### config.mk
export PLATFORM = sky130hd
export DESIGN_NAME = adc_pd_seq
export DESIGN_NICKNAME = d
export VERILOG_FILES = /design/src/rtl/adc_pd_seq_pkg.sv /design/src/rtl/seq_rst_sync.sv /design/src/rtl/seq_start_edge.sv /design/src/rtl/seq_phase_timer.sv /design/src/rtl/seq_result_reg.sv /design/src/rtl/adc_pd_seq.sv
export SDC_FILE = /design/constraint.sdc
export NUM_CORES = 1
export LEC_CHECK = 0
export BUFFER_PORTS_ARGS = -buffer_cell sky130_fd_sc_hd__buf_4
export CORE_ASPECT_RATIO = 1.4
export CORE_MARGIN = 10
export CORE_UTILIZATION = 53
export DETAILED_ROUTE_END_ITERATION = 10
export GPL_TIMING_DRIVEN = 1
export PLACE_DENSITY = 0.77
export SETUP_SLACK_MARGIN = 0.1
export SLEW_MARGIN = 0
export SYNTH_ARGS = -nofsm -noshare
export SYNTH_HDL_FRONTEND = slang
export SYNTH_HIERARCHICAL = 1
export SYNTH_SLANG_ARGS = --single-unit
### constraint.sdc
create_clock -name clk -period 1.3 [get_ports clk]
set_clock_uncertainty 0.1 [all_clocks]
set_input_delay 0.325 -clock clk [delete_from_list [all_inputs] [get_ports clk]]
set_output_delay 0.325 -clock clk [all_outputs]
set_load 0.02 [all_outputs]
### src/rtl/adc_pd_seq_pkg.sv
package adc_pd_seq_pkg;

  typedef enum logic [1:0] {
    PH_SLEEP = 2'd0,
    PH_WAKE  = 2'd1,
    PH_CONV  = 2'd2
  } phase_t;

  function automatic int unsigned ns_to_cycles(input int unsigned mhz, input int unsigned ns);
    return (mhz * ns) / 1000;
  endfunction

endpackage

### src/rtl/seq_rst_sync.sv
module seq_rst_sync #(
  parameter int unsigned STAGES = 2
) (
  input  logic clk,
  input  logic rst_n,
  output logic rst_sync_n
);

  logic [STAGES-1:0] chain_q;
  logic [STAGES-1:0] chain_d;

  always_comb begin
    chain_d = {chain_q[STAGES-2:0], 1'b1};
  end

  always_ff @(posedge clk or negedge rst_n) begin
    if (!rst_n) chain_q <= '0;
    else        chain_q <= chain_d;
  end

  assign rst_sync_n = chain_q[STAGES-1];

endmodule

### src/rtl/seq_start_edge.sv
module seq_start_edge #(
  parameter int unsigned SYNC_STAGES = 2
) (
  input  logic clk,
  input  logic rst_n,
  input  logic start_n,
  output logic level_hi,
  output logic fall
);

  logic [SYNC_STAGES-1:0] sync_q;
  logic [SYNC_STAGES-1:0] sync_d;
  logic                   prev_q;

  always_comb begin
    sync_d[0] = start_n;
    for (int i = 1; i < SYNC_STAGES; i++) sync_d[i] = sync_q[i-1];
  end

  always_ff @(posedge clk or negedge rst_n) begin
    if (!rst_n) begin
      sync_q <= '1;
      prev_q <= 1'b1;
    end else begin
      sync_q <= sync_d;
      prev_q <= sync_q[SYNC_STAGES-1];
    end
  end

  assign level_hi = sync_q[SYNC_STAGES-1];
  assign fall     = prev_q & ~sync_q[SYNC_STAGES-1];

endmodule

### src/rtl/seq_phase_timer.sv
module seq_phase_timer #(
  parameter int unsigned CNT_W = 8
) (
  input  logic             clk,
  input  logic             rst_n,
  input  logic             load,
  input  logic [CNT_W-1:0] load_val,
  output logic             done
);

  logic [CNT_W-1:0] cnt_q;
  logic [CNT_W-1:0] cnt_d;
  logic             cnt_en;

  assign done   = (cnt_q == '0);
  assign cnt_en = load | ~done;

  always_comb begin
    if (load) cnt_d = load_val;
    else      cnt_d = cnt_q - 1'b1;
  end

  always_ff @(posedge clk or negedge rst_n) begin
    if (!rst_n)      cnt_q <= '0;
    else if (cnt_en) cnt_q <= cnt_d;
  end

endmodule

### src/rtl/seq_result_reg.sv
module seq_result_reg #(
  parameter int unsigned DATA_W = 10
) (
  input  logic              clk,
  input  logic              rst_n,
  input  logic              capture,
  input  logic [DATA_W-1:0] sample,
  output logic [DATA_W-1:0] result,
  output logic              strobe
);

  logic [DATA_W-1:0] result_q;
  logic              strobe_q;

  always_ff @(posedge clk or negedge rst_n) begin
    if (!rst_n)       result_q <= '0;
    else if (capture) result_q <= sample;
  end

  always_ff @(posedge clk or negedge rst_n) begin
    if (!rst_n) strobe_q <= 1'b0;
    else        strobe_q <= capture;
  end

  assign result = result_q;
  assign strobe = strobe_q;

endmodule

### src/rtl/adc_pd_seq.sv
module adc_pd_seq
  import adc_pd_seq_pkg::*;
#(
  parameter int unsigned CLK_MHZ     = 50,
  parameter int unsigned PWRUP_NS    = 2000,
  parameter int unsigned CONV_NS     = 8000,
  parameter int unsigned DATA_W      = 10,
  parameter int unsigned SYNC_STAGES = 2
) (
  input  logic              clk,
  input  logic              rst_n,
  input  logic              start_n,
  input  logic [DATA_W-1:0] sample_i,
  output logic              busy_o,
  output logic              awake_o,
  output logic              valid_o,
  output logic [DATA_W-1:0] result_o
);

  localparam int unsigned PWRUP_CYC = ns_to_cycles(CLK_MHZ, PWRUP_NS);
  localparam int unsigned CONV_CYC  = ns_to_cycles(CLK_MHZ, CONV_NS);
  localparam int unsigned MAX_CYC   = (PWRUP_CYC > CONV_CYC) ? PWRUP_CYC : CONV_CYC;
  localparam int unsigned CNT_W     = $clog2(MAX_CYC + 1);
  localparam logic [CNT_W-1:0] PWRUP_LOAD = CNT_W'(PWRUP_CYC - 1);
  localparam logic [CNT_W-1:0] CONV_LOAD  = CNT_W'(CONV_CYC - 1);

  logic             rst_sync_n;
  logic             start_hi;
  logic             start_fall;
  logic             tmr_load;
  logic [CNT_W-1:0] tmr_val;
  logic             tmr_done;
  logic             capture;
  phase_t           ph_q, ph_d;
  logic             rel_q, rel_d;

  seq_rst_sync #(.STAGES(2)) u_rst (
    .clk       (clk),
    .rst_n     (rst_n),
    .rst_sync_n(rst_sync_n)
  );

  seq_start_edge #(.SYNC_STAGES(SYNC_STAGES)) u_edge (
    .clk     (clk),
    .rst_n   (rst_sync_n),
    .start_n (start_n),
    .level_hi(start_hi),
    .fall    (start_fall)
  );

  seq_phase_timer #(.CNT_W(CNT_W)) u_tmr (
    .clk     (clk),
    .rst_n   (rst_sync_n),
    .load    (tmr_load),
    .load_val(tmr_val),
    .done    (tmr_done)
  );

  seq_result_reg #(.DATA_W(DATA_W)) u_res (
    .clk    (clk),
    .rst_n  (rst_sync_n),
    .capture(capture),
    .sample (sample_i),
    .result (result_o),
    .strobe (valid_o)
  );

  // Next-state logic: sleep -> wake on start edge, wake -> conv when
  // power-up elapsed and start released (now or earlier), conv -> sleep.
  always_comb begin
    ph_d     = ph_q;
    rel_d    = rel_q;
    tmr_load = 1'b0;
    tmr_val  = '0;
    capture  = 1'b0;
    unique case (ph_q)
      PH_SLEEP: begin
        if (start_fall) begin
          ph_d     = PH_WAKE;
          rel_d    = 1'b0;
          tmr_load = 1'b1;
          tmr_val  = PWRUP_LOAD;
        end
      end
      PH_WAKE: begin
        if (start_hi) rel_d = 1'b1;
        if (tmr_done && (rel_q || start_hi)) begin
          ph_d     = PH_CONV;
          tmr_load = 1'b1;
          tmr_val  = CONV_LOAD;
        end
      end
      PH_CONV: begin
        if (tmr_done) begin
          ph_d    = PH_SLEEP;
          capture = 1'b1;
        end
      end
      default: ph_d = PH_SLEEP;
    endcase
  end

  always_ff @(posedge clk or negedge rst_sync_n) begin
    if (!rst_sync_n) begin
      ph_q  <= PH_SLEEP;
      rel_q <= 1'b0;
    end else begin
      ph_q  <= ph_d;
      rel_q <= rel_d;
    end
  end

  assign busy_o  = (ph_q == PH_CONV);
  assign awake_o = (ph_q != PH_SLEEP);

endmodule

# == After elaboration in Yosys (flattened, before gate mapping) ==
# Index checks and enable logic that the tools add are counted.
# op_classes
magnitude_cmp,0
n_mux,16
div_mod_pow,0
bitwise_logic,4
n_reduce_logical,8
addsub,1
multipliers,0
n_shift,0
eq_ne,6
# ops
op,n
$mux 9,2
$pmux 9 s2,1
$logic_not 9->1,1
$sub 9x1->9 const B,1
$mux 7,1
$mux 1,6
$mux 2,3
$pmux 2 s3,1
$reduce_and 3->1,2
$ne 2x1->1 const B,2
$ne 2x2->1 const B,2
$pmux 1 s2,2
$reduce_bool 2->1,2
$eq 2x1->1 const B,1
$eq 2x2->1 const B,1
$logic_not 2->1,1
$not 1->1,2
$and 1x1->1,1
$logic_and 1x1->1,1
$logic_or 1x1->1,1
$or 1x1->1,1
# totals
in_bits,13
wordCells,43
n_memories,0
ff_bits,28
out_inout_bits,13
ram_bits,0
latchBits,0
mem_bits_ro,0

# == Logic depth before layout (Yosys ltp) ==
# logic_depth
word_depth,5
ltp_mapped,10
ltp_nobuf,9

# == By module ==
# The synthesis kept the hierarchy.
# modules_own_cells
module,seq_area_each_um2,n_inst,cells_per_inst,area_per_inst_um2
seq_phase_timer,225.2,1,61,573.0
seq_result_reg,275.3,1,22,436.7
adc_pd_seq,75.1,1,21,170.2
seq_start_edge,78.8,1,4,92.6
seq_rst_sync,50.0,1,3,53.8

# == Worst setup path before layout ==
# No wires, ideal clock.
# synth_timing
kind,register -> register
from,reg u_tmr.cnt_q[0]
to,reg u_tmr.cnt_q[3]
period_less_slack_ns,2.587
setup_ns,0.134
t_required_ns,1.066
t_arrival_ns,2.353
stages_incl_launch_ff,10
n_path_buf,2
path_slack_ns,-1.287
path_cell_list,dfrtp_1 inv_1 ha_1 or4b_4 nor2_4 o211ai_2 a21oi_1 clkbuf_1 clkbuf_1 o31ai_1
# synth_via
elab_chain_len,5
elab_cells_between_ends,10
classes_between,1 x add/sub; 5 x mux; 2 x bitwise; 2 x reduce/logical
# synth_rtl
element,line,source
"start, declared",seq_phase_timer.sv:11,logic [CNT_W-1:0] cnt_q;
"start signal, assigned",seq_phase_timer.sv:25,else if (cnt_en) cnt_q <= cnt_d;
$logic_not 9->1 (*),seq_phase_timer.sv:15,assign done = (cnt_q == '0);
via tmr_done,adc_pd_seq.sv:32,logic tmr_done;
$logic_and 1x1->1 (*),adc_pd_seq.sv:87,if (tmr_done && (rel_q || start_hi)) begin
$mux 1 (*),adc_pd_seq.sv:87,
$pmux 1 s2 (*),adc_pd_seq.sv:76,unique case (ph_q)
via tmr_load,adc_pd_seq.sv:30,logic tmr_load;
$mux 9 / $or 1x1->1 (equally long branches),"seq_phase_timer.sv:19, seq_phase_timer.sv:16",
# Mark *: on every way through the listed nets, which the timed path passes. The rest lies on a longest branch.
# A chain may end at the register's enable or synchronous reset.

# == Worst setup path after layout ==
# layout_timing
from,reg u_tmr.cnt_q[1]
to,reg u_tmr.cnt_q[7]
# Same word-level chain as after synthesis.

==> impl_results.md <==
- Worst setup margin: -0.994 ns
- DRC viols: 0
- Die X: approximately 62 um
- CP peak stage delay: around 0.49 ns
- GRT overflow: 0
- Startpoint Class: flop
- Minimum clock period: roughly 2.3 ns
- Sw power: 1.36 mW
- Critical path fanouts, max: 6
- Worst r2r dst: u_tmr/cnt_q[7]
- DP HPWL: around 2.4 mm
- Initial Util: a little under three fifths
- Std-Cell Rows: 21
- Routability cong.: approximately 0.85
- Cell family with most CP delay: simple AND/OR/NAND/NOR gates
- Initial antenna violation count: 0
- Met2 wire length: about 2.7 mm
- CP max-delay cell: or4b_4
- Number of cells on the worst hold path: 2
- Placeable core area: between 2000 and 2500 um^2
- Fin crit share: 176%
- Avg WL per Cell: 23.5 um
- Buffers on Ports: 25
- Synth Flop Type: dfrtp_1
- Yosys Warn Count: 6
- Layout area overhead: 70.5%
- Placement Setup Slack: -0.888 ns
- Commonest non-fill, non-tap cell in the layout: buf_4
- First-pass GRT wire length: about 6.5 mm
- FF+latch count, synth: 28
- Vias in the first global route: between 1,000 and 1,500
- Register area share after synthesis: approximately 53%
- Final Max Slew Viols: 0
- Layout cells sized above 1: about 66%
- Starting DRC count in detailed routing: roughly 130
- Worst Hold Class: in2reg
- Req. time, crit path: ~1.4 ns
- Synth Instances: ~110
- Clk Latency, worst-skew pair: between 0.3 and 0.4 ns
- Syn avg cell area: 11.9 um^2
- Pwr Density: 1630 nW/um^2
- CTS Buf Count: 3
- Status: complete, but fails checks
- Post-Syn Area: approximately 1300 um^2
- Critical path, cell by cell: inv_2 -> ha_4 -> or4b_4 -> nor2_4 -> o211ai_4 -> a21oi_4 -> buf_12 -> nor2_1 -> o2111ai_1 -> nand3_1
- CTS clk-pin slew, worst paths: between 0.15 and 0.2 ns
- Worst Tran Pin Value: between 0.5 and 0.6 ns
- Pint: between 2 and 2.5 mW
- Worst reg2reg path startpoint: u_tmr/cnt_q[1]
- Syn Nets: around 130
- Critical path type: reg2reg
- TritonCTS clock tree: yes
- Pin count of the biggest net entering global routing: 27
- Die area: just under 5000 um^2
- Clock network fraction of total power: about 16%
- Highest-count cells in the layout ignoring fill and taps: buf_4 (56), dfrtp_1 (24), buf_6 (21)
- Static leakage: about 1.1 nW
- Unique masters post-synth: 39
- Slew headroom: between 60% and 70%
- WHS Endpoint: u_res/result[8]
- Unrepaired setup endpoints after global routing: true
- Combinational share of power: 52.2%
- Top layer in use: met4
- CP Capture Type: flop
- DRT Pass-1 Iters: 4
- # nets final: about 210
- VDD IR max: approximately 1400 uV
- F_max: ~440 MHz
- Antenna cells: 0
- Final Setup Violations: 35
- Maximum buffer depth of the clock tree: 2
- Htree depth: 1
- Via count: ~1,300
- Clock root buffer: clkbuf_4
- Clock sinks: 28
- Switching share of total power: 36.8%
- Asr flop ratio synth: 100%
- Failing checks: negative setup slack
- Met3 wire len: roughly 440 um
- DR vias/cell: between 5 and 6
- IO Pins: 26
- WP buf/inv: 2
- Reg-to-reg slack, setup: -0.99 ns
- Arr. time, crit path: between 2 and 2.5 ns
- Hold Crit Start: sample_i[8]
- Fin. Hold Viols: 0
- Gr usage total: approximately 16%
- Routed Antenna Nets: 0
- MaxCap Viol Count: 0
- Sequential Power Share: approximately a third
- M1 wire length: ~1.9 mm
- Worst reg2reg path depth: 10
- Chip Height: 79.2 um
- Post-synth EDFFs: 0
- Total wire length: roughly 5.4 mm
- Final hold slack: just over 0.09 ns
- Finished Core Util: a little over nine tenths
repair_timing:
action / in CTS / in global routing
resized for setup: 33 / 13
setup buffers: 17 / 7
cloned: 0 / 1
pin swaps: 5 / 5
setup endpoints to repair: 36 / 36
hold buffers: 2 / 0
hold endpoints to repair: 3 / 0
worst reg2reg max path: stages (launching register included):
cell       delay [ns]
dfrtp_1          0.43
inv_2            0.08
ha_4             0.14
or4b_4           0.49
nor2_4           0.18
o211ai_4         0.12
a21oi_4          0.22
buf_12           0.16
nor2_1           0.06
o2111ai_1        0.09
nand3_1          0.15
kinds of logic (layout without fill, tap and decap cells):
family	after synthesis	in the layout	synth area share [%]
compound gates	23	23	13.1
flops	28	28	53.1
fa+ha+maj	1	1	0.943
mux	10	10	11.3
xor+xnor	3	3	1.98
simple gates	32	32	15.0
other cells	2	2	0.566
buf+inv	12	95	3.96
power groups by stage:
stage / sequential, mW / combinational [mW] / clock [mW]
global route: 1.17 / 2.02 / 0.632
CTS: 1.14 / 1.56 / 0.580
floorplan: 1.23 / 0.702 / 0
finish: 1.17 / 1.93 / 0.594
detailed placement: 1.15 / 1.40 / 0
global placement: 1.14 / 1.37 / 0
worst max-delay path by stage:
stage / startpoint / to / slack, ns / cells past startpoint
after global routing: u_tmr/cnt_q[1] / u_tmr/cnt_q[7] / -1.06 / 10
final: u_tmr/cnt_q[1] / u_tmr/cnt_q[7] / -0.99 / 10
after floorplan: u_tmr/cnt_q[1] / u_tmr/cnt_q[5] / -0.92 / 9
after CTS: u_tmr/cnt_q[0] / u_res/result[5] / -0.85 / 8
after global placement: u_tmr/cnt_q[0] / u_res/result[9] / -0.81 / 8
after detailed placement: u_tmr/cnt_q[0] / u_res/result[6] / -0.89 / 8
through the flow:
step / area [um^2] / TNS, ns / cells / power, mW
after floorplan: 1370 / -18.42 / 111 / 1.94
after global placement: 1830 / -16.19 / 199 / 2.51
after detailed placement: 1830 / -17.38 / 199 / 2.55
after CTS: 2130 / -18.05 / 221 / 3.27
after global routing: 2260 / -22.64 / 228 / 3.83
final: 2260 / -21.23 / 228 / 3.69
per-layer routing:
metal / GRT usage [%] / vias to the layer above
li1: - / 556
met1: 17.5 / 640
met2: 29.7 / 113
met3: 4.07 / 30
met4: 5.38 / 0
met5: 0 / -
state kept, by name, summed over array words and instances, names as in the netlist:
signal         cells
u_rst/chain_q      2
u_res/result      10
u_edge/sync_q      2
u_res/strobe       1
rel_q              1
u_tmr/cnt_q        9
ph_q               2
u_edge/prev_q      1
Yosys cell counts, types with 2 or more instances:
library cell   n  area (um^2)
mux2_4        10          150
a21oi_1        4         20.0
nor2_1         6         22.5
o21ai_0        2         10.0
inv_1          9         33.8
dfstp_2        3         78.8
dfrtp_1       25          626
xnor2_1        3         26.3
clkbuf_1       2         7.51
nor3_1         5         25.0
conb_1         2         7.51
o31ai_1        5         37.5
nand2_1        9         33.8
layout make-up:
cell class | instances | area [um^2]
repair buffers | 82 | 742
well taps | 34 | 42.5
clock inverters | 1 | 30.0
inverters | 9 | 36.3
fillers | 64 | 130
multi-input cells | 71 | 682
clock buffers | 3 | 22.5
flip-flops and latches | 28 | 706
No activity file was read; power rests on OpenSTA's default activity.
